===== config.mk =====
export PLATFORM = sky130hd
export DESIGN_NAME = mux_bus_slave
export DESIGN_NICKNAME = d
export VERILOG_FILES = /design/src/rtl/mbs_pkg.sv /design/src/rtl/mbs_sync.sv /design/src/rtl/mbs_decode.sv /design/src/rtl/mbs_fsm.sv /design/src/rtl/mux_bus_slave.sv
export SDC_FILE = /design/constraint.sdc
export NUM_CORES = 1
export LEC_CHECK = 0
export CAP_MARGIN = 5
export CORE_AREA = 4 4 129 69
export CTS_CLUSTER_SIZE = 16
export DETAILED_ROUTE_END_ITERATION = 10
export DIE_AREA = 0 0 133 73
export DONT_BUFFER_PORTS = 1
export PLACE_DENSITY = 0.62
export SLEW_MARGIN = 25
export SYNTH_ARGS = -nofsm -noshare
export SYNTH_HDL_FRONTEND = slang
export SYNTH_SLANG_ARGS = --single-unit

===== constraint.sdc =====
create_clock -name clk -period 3.2 [get_ports clk]
set_clock_uncertainty 0.05 [all_clocks]
set_input_delay 0.48 -clock clk [delete_from_list [all_inputs] [get_ports clk]]
set_output_delay 0.48 -clock clk [all_outputs]
set_load 0.03 [all_outputs]

===== src/rtl/mbs_pkg.sv =====
package mbs_pkg;

  typedef enum logic [2:0] {
    ST_IDLE,
    ST_FRAMED,
    ST_RD_WAIT,
    ST_RD_ACK,
    ST_WR_ACK,
    ST_DONE
  } mbs_state_e;

  localparam logic [1:0] BE_WORD = 2'b11;
  localparam logic [1:0] BE_LOW  = 2'b01;
  localparam logic [1:0] BE_HIGH = 2'b10;

endpackage


===== src/rtl/mbs_sync.sv =====
module mbs_sync #(
  parameter int W      = 1,
  parameter int STAGES = 2
) (
  input  logic         clk,
  input  logic         rst,
  input  logic [W-1:0] d_i,
  output logic [W-1:0] q_o
);

  logic [W-1:0] stage_q [STAGES];

  always_ff @(posedge clk) begin
    if (rst) stage_q[0] <= '0;
    else     stage_q[0] <= d_i;
  end

  for (genvar s = 1; s < STAGES; s++) begin : g_stage
    always_ff @(posedge clk) begin
      if (rst) stage_q[s] <= '0;
      else     stage_q[s] <= stage_q[s-1];
    end
  end

  assign q_o = stage_q[STAGES-1];

endmodule


===== src/rtl/mbs_decode.sv =====
module mbs_decode #(
  parameter int          AW      = 16,
  parameter int          NREG    = 4,
  parameter int          IDXW    = 2,
  parameter logic [15:0] BASE    = 16'hFF40,
  parameter logic [15:0] BANK_LO = 16'hE000
) (
  input  logic [AW-1:0]   addr_i,
  input  logic            hibank_i,
  output logic            hit_o,
  output logic [IDXW-1:0] idx_o
);

  localparam bit IN_BANK = (BASE >= BANK_LO);
  localparam logic [AW-1:0] BASE_A = AW'(BASE);

  logic window_hit;
  logic bank_ok;

  assign window_hit = (addr_i[AW-1:IDXW+1] == BASE_A[AW-1:IDXW+1]);

  if (IN_BANK) begin : g_bank_needed
    assign bank_ok = hibank_i;
  end else begin : g_bank_free
    assign bank_ok = 1'b1;
  end

  always_comb begin
    idx_o = addr_i[IDXW:1];
    hit_o = window_hit && bank_ok && (int'(addr_i[IDXW:1]) < NREG);
  end

endmodule


===== src/rtl/mbs_fsm.sv =====
module mbs_fsm
  import mbs_pkg::*;
#(
  parameter int DW   = 16,
  parameter int IDXW = 2
) (
  input  logic            clk,
  input  logic            rst,
  input  logic            clr_i,
  input  logic            frame_i,
  input  logic            rd_i,
  input  logic            wr_i,
  input  logic            wrbyte_i,
  input  logic [DW-1:0]   ad_i,
  input  logic            dec_hit_i,
  input  logic [IDXW-1:0] dec_idx_i,
  input  logic [DW-1:0]   rd_data_i,
  output logic [DW-1:0]   ad_o,
  output logic            ad_oe_o,
  output logic            ack_o,
  output logic [IDXW-1:0] idx_o,
  output logic            rd_stb_o,
  output logic            wr_stb_o,
  output logic [DW-1:0]   wr_data_o,
  output logic [1:0]      wr_be_o
);

  mbs_state_e state_q;
  logic       frame_q;
  logic       hit_q;
  logic       is_wr_q;
  logic       lane_q;
  logic       frame_rise;

  assign frame_rise = frame_i && !frame_q;

  always_ff @(posedge clk) begin
    if (rst || clr_i) begin
      state_q   <= ST_IDLE;
      frame_q   <= 1'b1;
      hit_q     <= 1'b0;
      is_wr_q   <= 1'b0;
      lane_q    <= 1'b0;
      idx_o     <= '0;
      ad_o      <= '0;
      ad_oe_o   <= 1'b0;
      ack_o     <= 1'b0;
      rd_stb_o  <= 1'b0;
      wr_stb_o  <= 1'b0;
      wr_data_o <= '0;
      wr_be_o   <= '0;
    end else begin
      frame_q  <= frame_i;
      rd_stb_o <= 1'b0;
      wr_stb_o <= 1'b0;
      unique case (state_q)
        ST_IDLE: begin
          if (frame_rise) begin
            hit_q   <= dec_hit_i;
            idx_o   <= dec_idx_i;
            lane_q  <= ad_i[0];
            is_wr_q <= wrbyte_i;
            state_q <= ST_FRAMED;
          end
        end
        ST_FRAMED: begin
          if (!frame_i) begin
            state_q <= ST_IDLE;
          end else if (hit_q && !is_wr_q && rd_i) begin
            rd_stb_o <= 1'b1;
            state_q  <= ST_RD_WAIT;
          end else if (hit_q && is_wr_q && wr_i) begin
            wr_stb_o  <= 1'b1;
            wr_data_o <= ad_i;
            wr_be_o   <= !wrbyte_i ? BE_WORD : (lane_q ? BE_HIGH : BE_LOW);
            ack_o     <= 1'b1;
            state_q   <= ST_WR_ACK;
          end
        end
        ST_RD_WAIT: begin
          ad_o    <= rd_data_i;
          ad_oe_o <= 1'b1;
          ack_o   <= 1'b1;
          state_q <= ST_RD_ACK;
        end
        ST_RD_ACK: begin
          if (!rd_i) begin
            ack_o   <= 1'b0;
            ad_oe_o <= 1'b0;
            state_q <= ST_DONE;
          end
        end
        ST_WR_ACK: begin
          if (!wr_i) begin
            ack_o   <= 1'b0;
            state_q <= ST_DONE;
          end
        end
        ST_DONE: begin
          if (!frame_i) state_q <= ST_IDLE;
        end
        default: state_q <= ST_IDLE;
      endcase
    end
  end

endmodule


===== src/rtl/mux_bus_slave.sv =====
module mux_bus_slave #(
  parameter int          DW      = 16,
  parameter int          NREG    = 4,
  parameter int          IDXW    = (NREG > 1) ? $clog2(NREG) : 1,
  parameter int          STAGES  = 2,
  parameter logic [15:0] BASE    = 16'hFF40,
  parameter logic [15:0] BANK_LO = 16'hE000
) (
  input  logic            clk,
  input  logic            rst,
  input  logic            bus_clear_i,
  input  logic            bus_frame_i,
  input  logic            bus_rd_req_i,
  input  logic            bus_wr_req_i,
  input  logic            bus_wrbyte_i,
  input  logic            bus_hibank_i,
  input  logic [DW-1:0]   bus_ad_i,
  output logic [DW-1:0]   bus_ad_o,
  output logic            bus_ad_oe_o,
  output logic            bus_ack_o,
  output logic [IDXW-1:0] reg_idx_o,
  output logic            reg_rd_o,
  input  logic [DW-1:0]   reg_rd_data_i,
  output logic            reg_wr_o,
  output logic [DW-1:0]   reg_wr_data_o,
  output logic [1:0]      reg_wr_be_o
);

  localparam int CTLW = 6;
  localparam int SW   = CTLW + DW;

  logic [SW-1:0]   raw_in;
  logic [SW-1:0]   syn_in;
  logic            clr_s, frame_s, rd_s, wr_s, wrbyte_s, hibank_s;
  logic [DW-1:0]   ad_s;
  logic            dec_hit;
  logic [IDXW-1:0] dec_idx;

  assign raw_in = {bus_clear_i, bus_frame_i, bus_rd_req_i, bus_wr_req_i,
                   bus_wrbyte_i, bus_hibank_i, bus_ad_i};

  mbs_sync #(.W(SW), .STAGES(STAGES)) u_sync (
    .clk (clk),
    .rst (rst),
    .d_i (raw_in),
    .q_o (syn_in)
  );

  assign {clr_s, frame_s, rd_s, wr_s, wrbyte_s, hibank_s, ad_s} = syn_in;

  mbs_decode #(
    .AW(DW), .NREG(NREG), .IDXW(IDXW), .BASE(BASE), .BANK_LO(BANK_LO)
  ) u_decode (
    .addr_i   (ad_s),
    .hibank_i (hibank_s),
    .hit_o    (dec_hit),
    .idx_o    (dec_idx)
  );

  mbs_fsm #(.DW(DW), .IDXW(IDXW)) u_fsm (
    .clk       (clk),
    .rst       (rst),
    .clr_i     (clr_s),
    .frame_i   (frame_s),
    .rd_i      (rd_s),
    .wr_i      (wr_s),
    .wrbyte_i  (wrbyte_s),
    .ad_i      (ad_s),
    .dec_hit_i (dec_hit),
    .dec_idx_i (dec_idx),
    .rd_data_i (reg_rd_data_i),
    .ad_o      (bus_ad_o),
    .ad_oe_o   (bus_ad_oe_o),
    .ack_o     (bus_ack_o),
    .idx_o     (reg_idx_o),
    .rd_stb_o  (reg_rd_o),
    .wr_stb_o  (reg_wr_o),
    .wr_data_o (reg_wr_data_o),
    .wr_be_o   (reg_wr_be_o)
  );

endmodule


# Word level (Yosys, flattened, before mapping)
# Memories as Yosys holds them, arrays and structs flattened.
# Cells that the tools add are included.
[word_totals]
regBits = 47
mem_bits_rw = 44
output_inout_bits = 40
wordCells = 76
n_memories = 1
[mem_list]
columns = ["name", "depth", "word_bits", "read_ports", "rd_clocked_by_memory_dff", "wr", "line", "text"]
rows = [
  ["u_sync.stage_q", 2, 22, 2, 0, 2, "mbs_sync.sv:11", "logic [W-1:0] stage_q [STAGES];"],
]
[op_classes]
eq_ne = 14
mux = 24
bitwise_logic = 5
n_reduce_logical = 19
[ops]
columns = ["operator", "n"]
rows = [
  ["$mux 22", 2],
  ["$mux 3", 7],
  ["$pmux 3 s6", 1],
  ["$eq 13x13->1 const B", 1],
  ["$mux 1", 10],
  ["$ne 2x2->1 const B", 5],
  ["$eq 3x2->1 const B", 2],
  ["$eq 3x3->1 const B", 2],
  ["$logic_and 1x1->1", 6],
  ["$reduce_and 6->1", 1],
  ["$reduce_and 5->1", 1],
  ["$mux 2", 2],
  ["$ne 2x1->1 const B", 2],
  ["$ne 4x2->1 const B", 1],
  ["$pmux 1 s4", 1],
  ["$reduce_and 2->1", 2],
  ["$reduce_and 4->1", 1],
  ["$reduce_bool 4->1", 1],
  ["$reduce_or 4->1", 1],
  ["$eq 3x1->1 const B", 1],
  ["$logic_not 3->1", 1],
  ["$not 1->1", 3],
  ["$reduce_or 3->1", 1],
  ["$logic_not 1->1", 2],
  ["4 further kinds", 5],
]

# Longest topological paths before layout
# Gate-level depths: netlist of the first run.
[depth]
ltp_word = 6
ltp_mapped = 7
mapped_depth_nobuf = 4

# Cells and area by module
# From an unflattened synthesis of the first run, not the netlist that was laid out.
[hier_totals]
cells_unflattened = 321
hier_area_um2 = 3111.7
[by_module_without_submodules]
columns = ["module", "n_inst", "cells_each", "area_per_inst_um2", "seq_area_each_um2"]
rows = [
  ["mbs_fsm", 1, 222, 1879.3, 940.9],
  ["mbs_sync", 1, 92, 1176.1, 880.8],
  ["mbs_decode", 1, 7, 56.3, 0.0],
]

# Worst setup path after synthesis of the first run
# No wires, ideal clock.
[synth_timing]
kind = "input-to-reg"
from = "input rst"
to = "register u_fsm.hit_q"
t_arrival_ns = 1.343
required_time_ns = 3.022
slack_ns = 1.679
path_stages = 5
path_buffers = 3
path_cell_list = "clkbuf_1 -> or2_1 -> clkbuf_1 -> clkbuf_1 -> nor2_1"
[synth_via]
elab_chain_cells = 1
[synth_rtl]
columns = ["element", "line", "text"]
rows = [
  ["from (decl)", "mux_bus_slave.sv:10", "input logic rst,"],
  ["$logic_or 1x1->1", "mbs_fsm.sv:38", "if (rst || clr_i) begin"],
  ["to (signal assigned)", "mbs_fsm.sv:59", "hit_q <= dec_hit_i;"],
  ["to (decl)", "mbs_fsm.sv:30", "logic hit_q;"],
]
# Every way passes these cells.
# A chain may end at the register's enable or synchronous reset.

# Final worst setup path of the first run
[layout_timing]
from = "register u_fsm.state_q[0]"
to = "register u_fsm.wr_be_o[1]"
[layout_via]
elab_chain_cells = 2
[layout_rtl]
columns = ["element", "line", "text"]
rows = [
  ["from (decl)", "mbs_fsm.sv:28", "mbs_state_e state_q;"],
  ["from (signal assigned)", "mbs_fsm.sv:39", "state_q <= ST_IDLE;"],
  ["from (signal assigned)", "mbs_fsm.sv:63", "state_q <= ST_FRAMED;"],
  ["from (signal assigned)", "mbs_fsm.sv:68", "state_q <= ST_IDLE;"],
  ["$eq 3x1->1", "mbs_fsm.sv:56", "unique case (state_q)"],
  ["$reduce_and 4->1 (no line)", "-", ""],
  ["to (signal assigned)", "mbs_fsm.sv:75", "wr_be_o <= !wrbyte_i ? BE_WORD : (lane_q ? BE_HIGH : BE_LOW);"],
  ["to (decl)", "mbs_fsm.sv:25", "output logic [1:0] wr_be_o"],
]
# Every way passes these cells.

==> reports/results.ini, run 1 <==
[status]
outcome=complete, no violations

[synth]
ys_top_cells_by_area=dfxtp_1 59%, nor2b_1 9.0%, mux2i_1 6.9%
yosysMostFrequentCell=dfxtp_1
syn_nets=341
yosys-top-cells-count=91 x dfxtp_1, 44 x nor2b_1, 37 x nand2_1, 25 x nor2_1, 21 x mux2i_1
synth_ff_type=dfxtp_1
synth_area_per_cell_um2=10.19
syn_inst=301
synth_cell_types=40
ys_seq_area_share_pct=59.40
synth-edff-count=0
ys_seq_elements=91
yosys_warnings=0
async_flop_share_pct=0
synth_area_mm2=0.003067
synth_top_area_share_pct=59.40
synth_top_area_cell=dfxtp_1

[clocking]
hold_buffers=0
clk_latency_ns=0.33
ctsRootBufferMaster=clkbuf_16
post-cts-setup-buffers=0
cts_sinks=91
h-tree-depth=3
cts_made_buffers=9
clock_path_buffers=2
cts_resized=0
cts_tree=done
clk_pin_slew_ns=0.06

[timing]
worst_pin_slew_ns=0.7325
rsz0062_at_grt=no
period_share_pct=59.53
post-route-min-period_ns=1.905
slew_headroom_pct=51.12
drv_slew=0
fin_tns_setup_ns=0
setup_viol=0
max_freq_mhz=524.9
hold_viol=0

[die]
die_w_um=133
initial_utilization_pct=39.32
die_h_um=73
core_area_mm2=0.007799
std_cell_rows=23
io_pins=80
dieArea_mm2=0.009709

[pwr]
power_frac_comb_pct=1.9
power_frac_seq_pct=52.9
clkPwrFrac_pct=45.2
powerDensity_mw_per_mm2=650.6
peakVddDrop_mv=0.2869
p_sw_share_pct=19.92
power.leakage_nw=1.190
p_switching_mw=0.4416
p_int_mw=1.775

[detailed_routing]
first_iter_violations=94
drtPass1Iterations=5
via_per_inst=4.707
routedWlPerCell_um=14.49
drt_wl_total_mm=5.942
via_count=1930
postRouteAntennaNets=0
route.detailed.drc=0

[placement]
numPortBuffers=0
dpl.hpwl_mm=4.250
place_congestion=0.7902

[run]
drv_cap=0

[setup_path]
reg2reg_from=u_fsm.state_q[0]
worst_ep_required_time_ns=3.39
startpoint_type=flop
path_max_fanout=21
reg2reg_setup_slack_ns=1.30
crit_end=u_fsm.wr_be_o[1]
r2r_end=u_fsm.wr_be_o[1]
arrival_ns=2.09
cp-end-kind=flop
r2r_cells=5
critical_path_class=reg2reg
startpoint=u_fsm.state_q[0]

[cells_and_area]
seqCellArea_mm2=0.001822
drive_above_1_share_pct=6.376
multi_input_area_mm2=0.001136
antenna_cells=0
area_growth_pct=11.10
filler_cell_count=752
post-route-util_pct=43.69
final_nets=335

[global_routing]
grt_pass1_vias=1861
grt_max_degree=47
antenna_found_initial=0
grt_use_total_pct=12.80
grt_remaining_overflow=0
grt_pass1_wl_mm=9.542

[min_path]
hold_path_class=in2reg

## layout by cell type, fill, tap and decap left out, types with 3 or more instances in the layout
| master | count |
|---|---|
| clkbuf_16 | 9 |
| mux2i_1 | 21 |
| dfxtp_1 | 91 |
| or2_1 | 3 |
| nor2b_1 | 44 |
| nor2_1 | 25 |
| inv_1 | 4 |
| a21oi_1 | 20 |
| clkinv_2 | 3 |
| nand2_1 | 37 |
| nor3b_1 | 3 |
| nand3_1 | 4 |
## metrics by stage
step                cells  instance area, µm²  power, mW  hold WS [ns]  setup slack, ns
detailed placement    396                3128      1.242        0.3731            1.336
global route          410                3407      2.302        0.1394            1.156
global placement      396                3128      1.241        0.3744            1.367
floorplan             301                3067      1.236        0.3638            1.679
finish                410                3407      2.217        0.1559            1.295
CTS                   410                3407      2.244        0.1473            1.301
## cells by family (layout without fill, tap and decap cells)
| family | Yosys count | after routing | synth area share (%) |
|---|---|---|---|
| AO/OA/AOI/OAI | 34 | 34 | 7.059 |
| buffers and inverters | 23 | 20 | 3.549 |
| flip-flops | 91 | 91 | 59.40 |
| multiplexers | 21 | 21 | 6.854 |
| AND/OR/NAND/NOR | 132 | 132 | 23.13 |
## layout make-up
| class | instances | share of cell area [%] |
|---|---|---|
| clock buffers | 9 | 6.610 |
| inverters | 4 | 0.4407 |
| flip-flops and latches | 91 | 53.47 |
| repair buffers | 2 | 0.4407 |
| well taps | 112 | 4.113 |
| clock inverters | 5 | 1.579 |
| multi-input cells | 187 | 33.35 |
## how the worst min path moves through the flow
stage / from / endpoint / slack, ns / depth (start not counted)
after floorplan: u_sync.stage_q[0][0] / u_sync.stage_q[1][0] / 0.36 / 1
after global placement: u_sync.stage_q[0][17] / u_sync.stage_q[1][17] / 0.37 / 1
after detailed placement: u_sync.stage_q[0][20] / u_sync.stage_q[1][20] / 0.37 / 1
after CTS: rst / u_sync.stage_q[0][21] / 0.15 / 1
after global routing: rst / u_sync.stage_q[0][21] / 0.14 / 1
final: rst / u_sync.stage_q[0][21] / 0.16 / 1
## sequential cells by signal (all words and copies together), names as in the netlist, 2 cells and up
signal,count
u_fsm.idx_o,2
u_fsm.ad_o,16
u_fsm.state_q,3
u_sync.stage_q,44
u_fsm.wr_be_o,2
u_fsm.wr_data_o,16
## worst max-delay path, stage by stage, from the launching register on
cell      delay (ns)
dfxtp_1         0.63
and4bb_1        0.29
and4_1          0.19
buf_4           0.33
nor2_1          0.09
a311oi_1        0.23
## metal layers
layer | GRT usage, % | share of wire [%] | wire length, µm | vias up
met3 | 8.264 | 12 | 740 | 8
li1 | - | - | - | 977
met1 | 16.49 | 47 | 2822 | 880
met5 | 0 | 0 | 0 | -
met2 | 17.42 | 39 | 2319 | 65
met4 | 3.802 | 1.0 | 60 | 0
## power by group through the flow
stage          Sequential, mW  Combinational (mW)  Clock [mW]
3_3_place_gp             1.20              0.0432           0
4_1_cts                  1.17              0.0436        1.03
5_1_grt                  1.17              0.0485        1.08
2_1_floorplan            1.19              0.0439           0
6_report                 1.17              0.0428        1.00
3_5_place_dp             1.20              0.0435           0
Power figures use the tool's default switching activity.
==> inputs of run 2 (changes only) <==
==> constraint.sdc (replaced) <==
create_clock -name clk -period 1.8 [get_ports clk]
set_clock_uncertainty 0.05 [all_clocks]
set_input_delay 0.27 -clock clk [delete_from_list [all_inputs] [get_ports clk]]
set_output_delay 0.27 -clock clk [all_outputs]
set_load 0.03 [all_outputs]
==> reports/results.ini, run 2 (synthesis gave the netlist of run 1 again) <==
[cells_and_area]
layout_common_cells=90 x dfxtp_1, 44 x nor2b_1, 37 x nand2_1
post-route-util_pct=47.84  ; +4.2 points
final_common_cell=dfxtp_1
fin_cells=441  ; +7.6%
antenna_cells=0  ; unchanged
max_flop_register=u_sync.stage_q
final_nets=364  ; +8.7%
drive_above_1_share_pct=8.815  ; +2.4 points
largest_register_ffs=44  ; unchanged
area_growth_pct=21.66
design_area_mm2=0.003731  ; +9.5%
reg_top3=u_sync.stage_q: 44 flops, u_fsm.ad_o: 16 flops, u_fsm.wr_data_o: 16 flops

[status]
outcome=complete, no violations

[die]
core_area_mm2=0.007799  ; unchanged
die_h_um=73  ; unchanged
die_w_um=133  ; unchanged
std_cell_rows=23  ; unchanged
io_pins=80  ; unchanged
dieArea_mm2=0.009709  ; unchanged
initial_utilization_pct=39.32  ; unchanged

[setup_path]
worst_ep_required_time_ns=2.02  ; -1.37 ns
startpoint_type=flop
reg2reg_from=u_fsm.state_q[2]
startpoint=u_fsm.state_q[2]
path_max_fanout=17  ; -19%
critical_path_class=reg2reg
reg2reg_setup_slack_ns=0.17  ; -1.12 ns
cp-end-kind=flop
arrival_ns=1.84  ; -0.25 ns

[clocking]
clk_pin_slew_ns=0.07  ; about the same
cts_tree=done
post-cts-setup-buffers=0  ; unchanged
clk_latency_ns=0.34  ; about the same
cts_sinks=91  ; unchanged
clock_path_buffers=2  ; unchanged
cts_made_buffers=9  ; unchanged
ctsRootBufferMaster=clkbuf_16
h-tree-depth=3  ; unchanged

[placement]
dp.cells=402  ; +1.5%
dpl_cell_area_mm2=0.003186  ; +1.8%
place_congestion=0.8456  ; +7.0%
numPortBuffers=0  ; unchanged
dpl.hpwl_mm=4.355  ; +2.5%
pre_cts_slack_ns=0.08881  ; -1.247 ns

[timing]
fin_ws_ns=0.1725  ; -1.123 ns
hold_ws_ns=0.009323  ; -0.1466 ns
drv_slew=0  ; unchanged
period_share_pct=90.42  ; +31 points
max_freq_mhz=614.4  ; +17%
hold_viol=0  ; unchanged
rsz0062_at_grt=no
setup_viol=0  ; unchanged
post-route-min-period_ns=1.627  ; -0.2775 ns
fin_tns_setup_ns=0  ; unchanged
worst_pin_slew_ns=0.6865  ; -0.04603 ns
slew_headroom_pct=54.24  ; +3.1 points

[global_routing]
grt_remaining_overflow=0  ; unchanged
grt_max_degree=45  ; -4.3%
grt_use_total_pct=13.56  ; +0.77 points
antenna_found_initial=0  ; unchanged
grt_pass1_vias=1994  ; +7.1%
grt_pass1_wl_mm=10.10  ; +5.9%

[detailed_routing]
first_iter_violations=117  ; +24%
routedWlPerCell_um=14.22  ; -1.9%
via_count=2067  ; +7.1%
route.detailed.drc=0  ; unchanged
postRouteAntennaNets=0  ; unchanged
drtPass1Iterations=4  ; -1
via_per_inst=4.687  ; -0.43%
drt_wl_total_mm=6.270  ; +5.5%

[pwr]
p_total_mw=4.054  ; +83%
peakVddDrop_mv=0.5711  ; +99%
power.leakage_nw=1.334  ; +12%
powerDensity_mw_per_mm2=1086  ; +67%

[run]
drv_cap=0  ; unchanged

[min_path]
hold_path_class=in2reg
min-delay-start=bus_ad_i[15]

-- run 2: cell types whose count changed in the layout (fill, tap and decap cells not counted), moves of 2 or more --
cell           delta
buf_4             +5
buf_12            +2
dlygate4sd3_1    +22
inv_6             +2
clkinv_8          +2
clkinv_2          -3
-- run 2: per-layer routing --
layer | global-route usage [%] | part of all wire [%] | up-vias
li1 | - | - | 1056
met1 | 17.27 | 47 | 930
met2 | 19.61 | 42 | 74
met3 | 6.749 | 10 | 7
met4 | 5.645 | 0.94 | 0
met5 | 0 | 0 | -
-- run 2: report_power, final --
group	switching, mW	internal (mW)	total, mW
sequential	0.0215	2.06	2.08
combinational	0.0611	0.0744	0.136
clock	0.850	0.986	1.84
total	0.932	3.12	4.05
-- run 2: worst paths after layout --
| check | endpoint | depth (start not counted) |
|---|---|---|
| setup / recovery | u_fsm.ad_o[0] | 5 |
| hold / removal | u_sync.stage_q[0][15] | 1 |
| setup reg to reg | u_fsm.ad_o[0] | 5 |
| hold reg to reg | u_sync.stage_q[1][17] | 1 |
-- run 2: repair_timing --
action,in CTS,in global routing
setup endpoints to repair,0,11
gates resized for setup,0,1
hold endpoints to repair,56,0
hold buffers,23,0
-- run 2: cell type report --
cell class	count	area (µm²)
Multi-Input combinational cell	187	1136
Timing Repair Buffer	31	312.8
Sequential cell	91	1823
Inverter	4	15.01
Fill cell	741	4068
Tap cell	112	140.1
Clock inverter	7	78.83
Clock buffer	9	225.2
-- run 2: worst max-delay path: stages (launching register included) --
cell and delay [ns]:
dfxtp_1 0.35, buf_4 0.18, nand2b_1 0.13, or2_1 0.55, nand2_1 0.14, a21oi_1 0.15
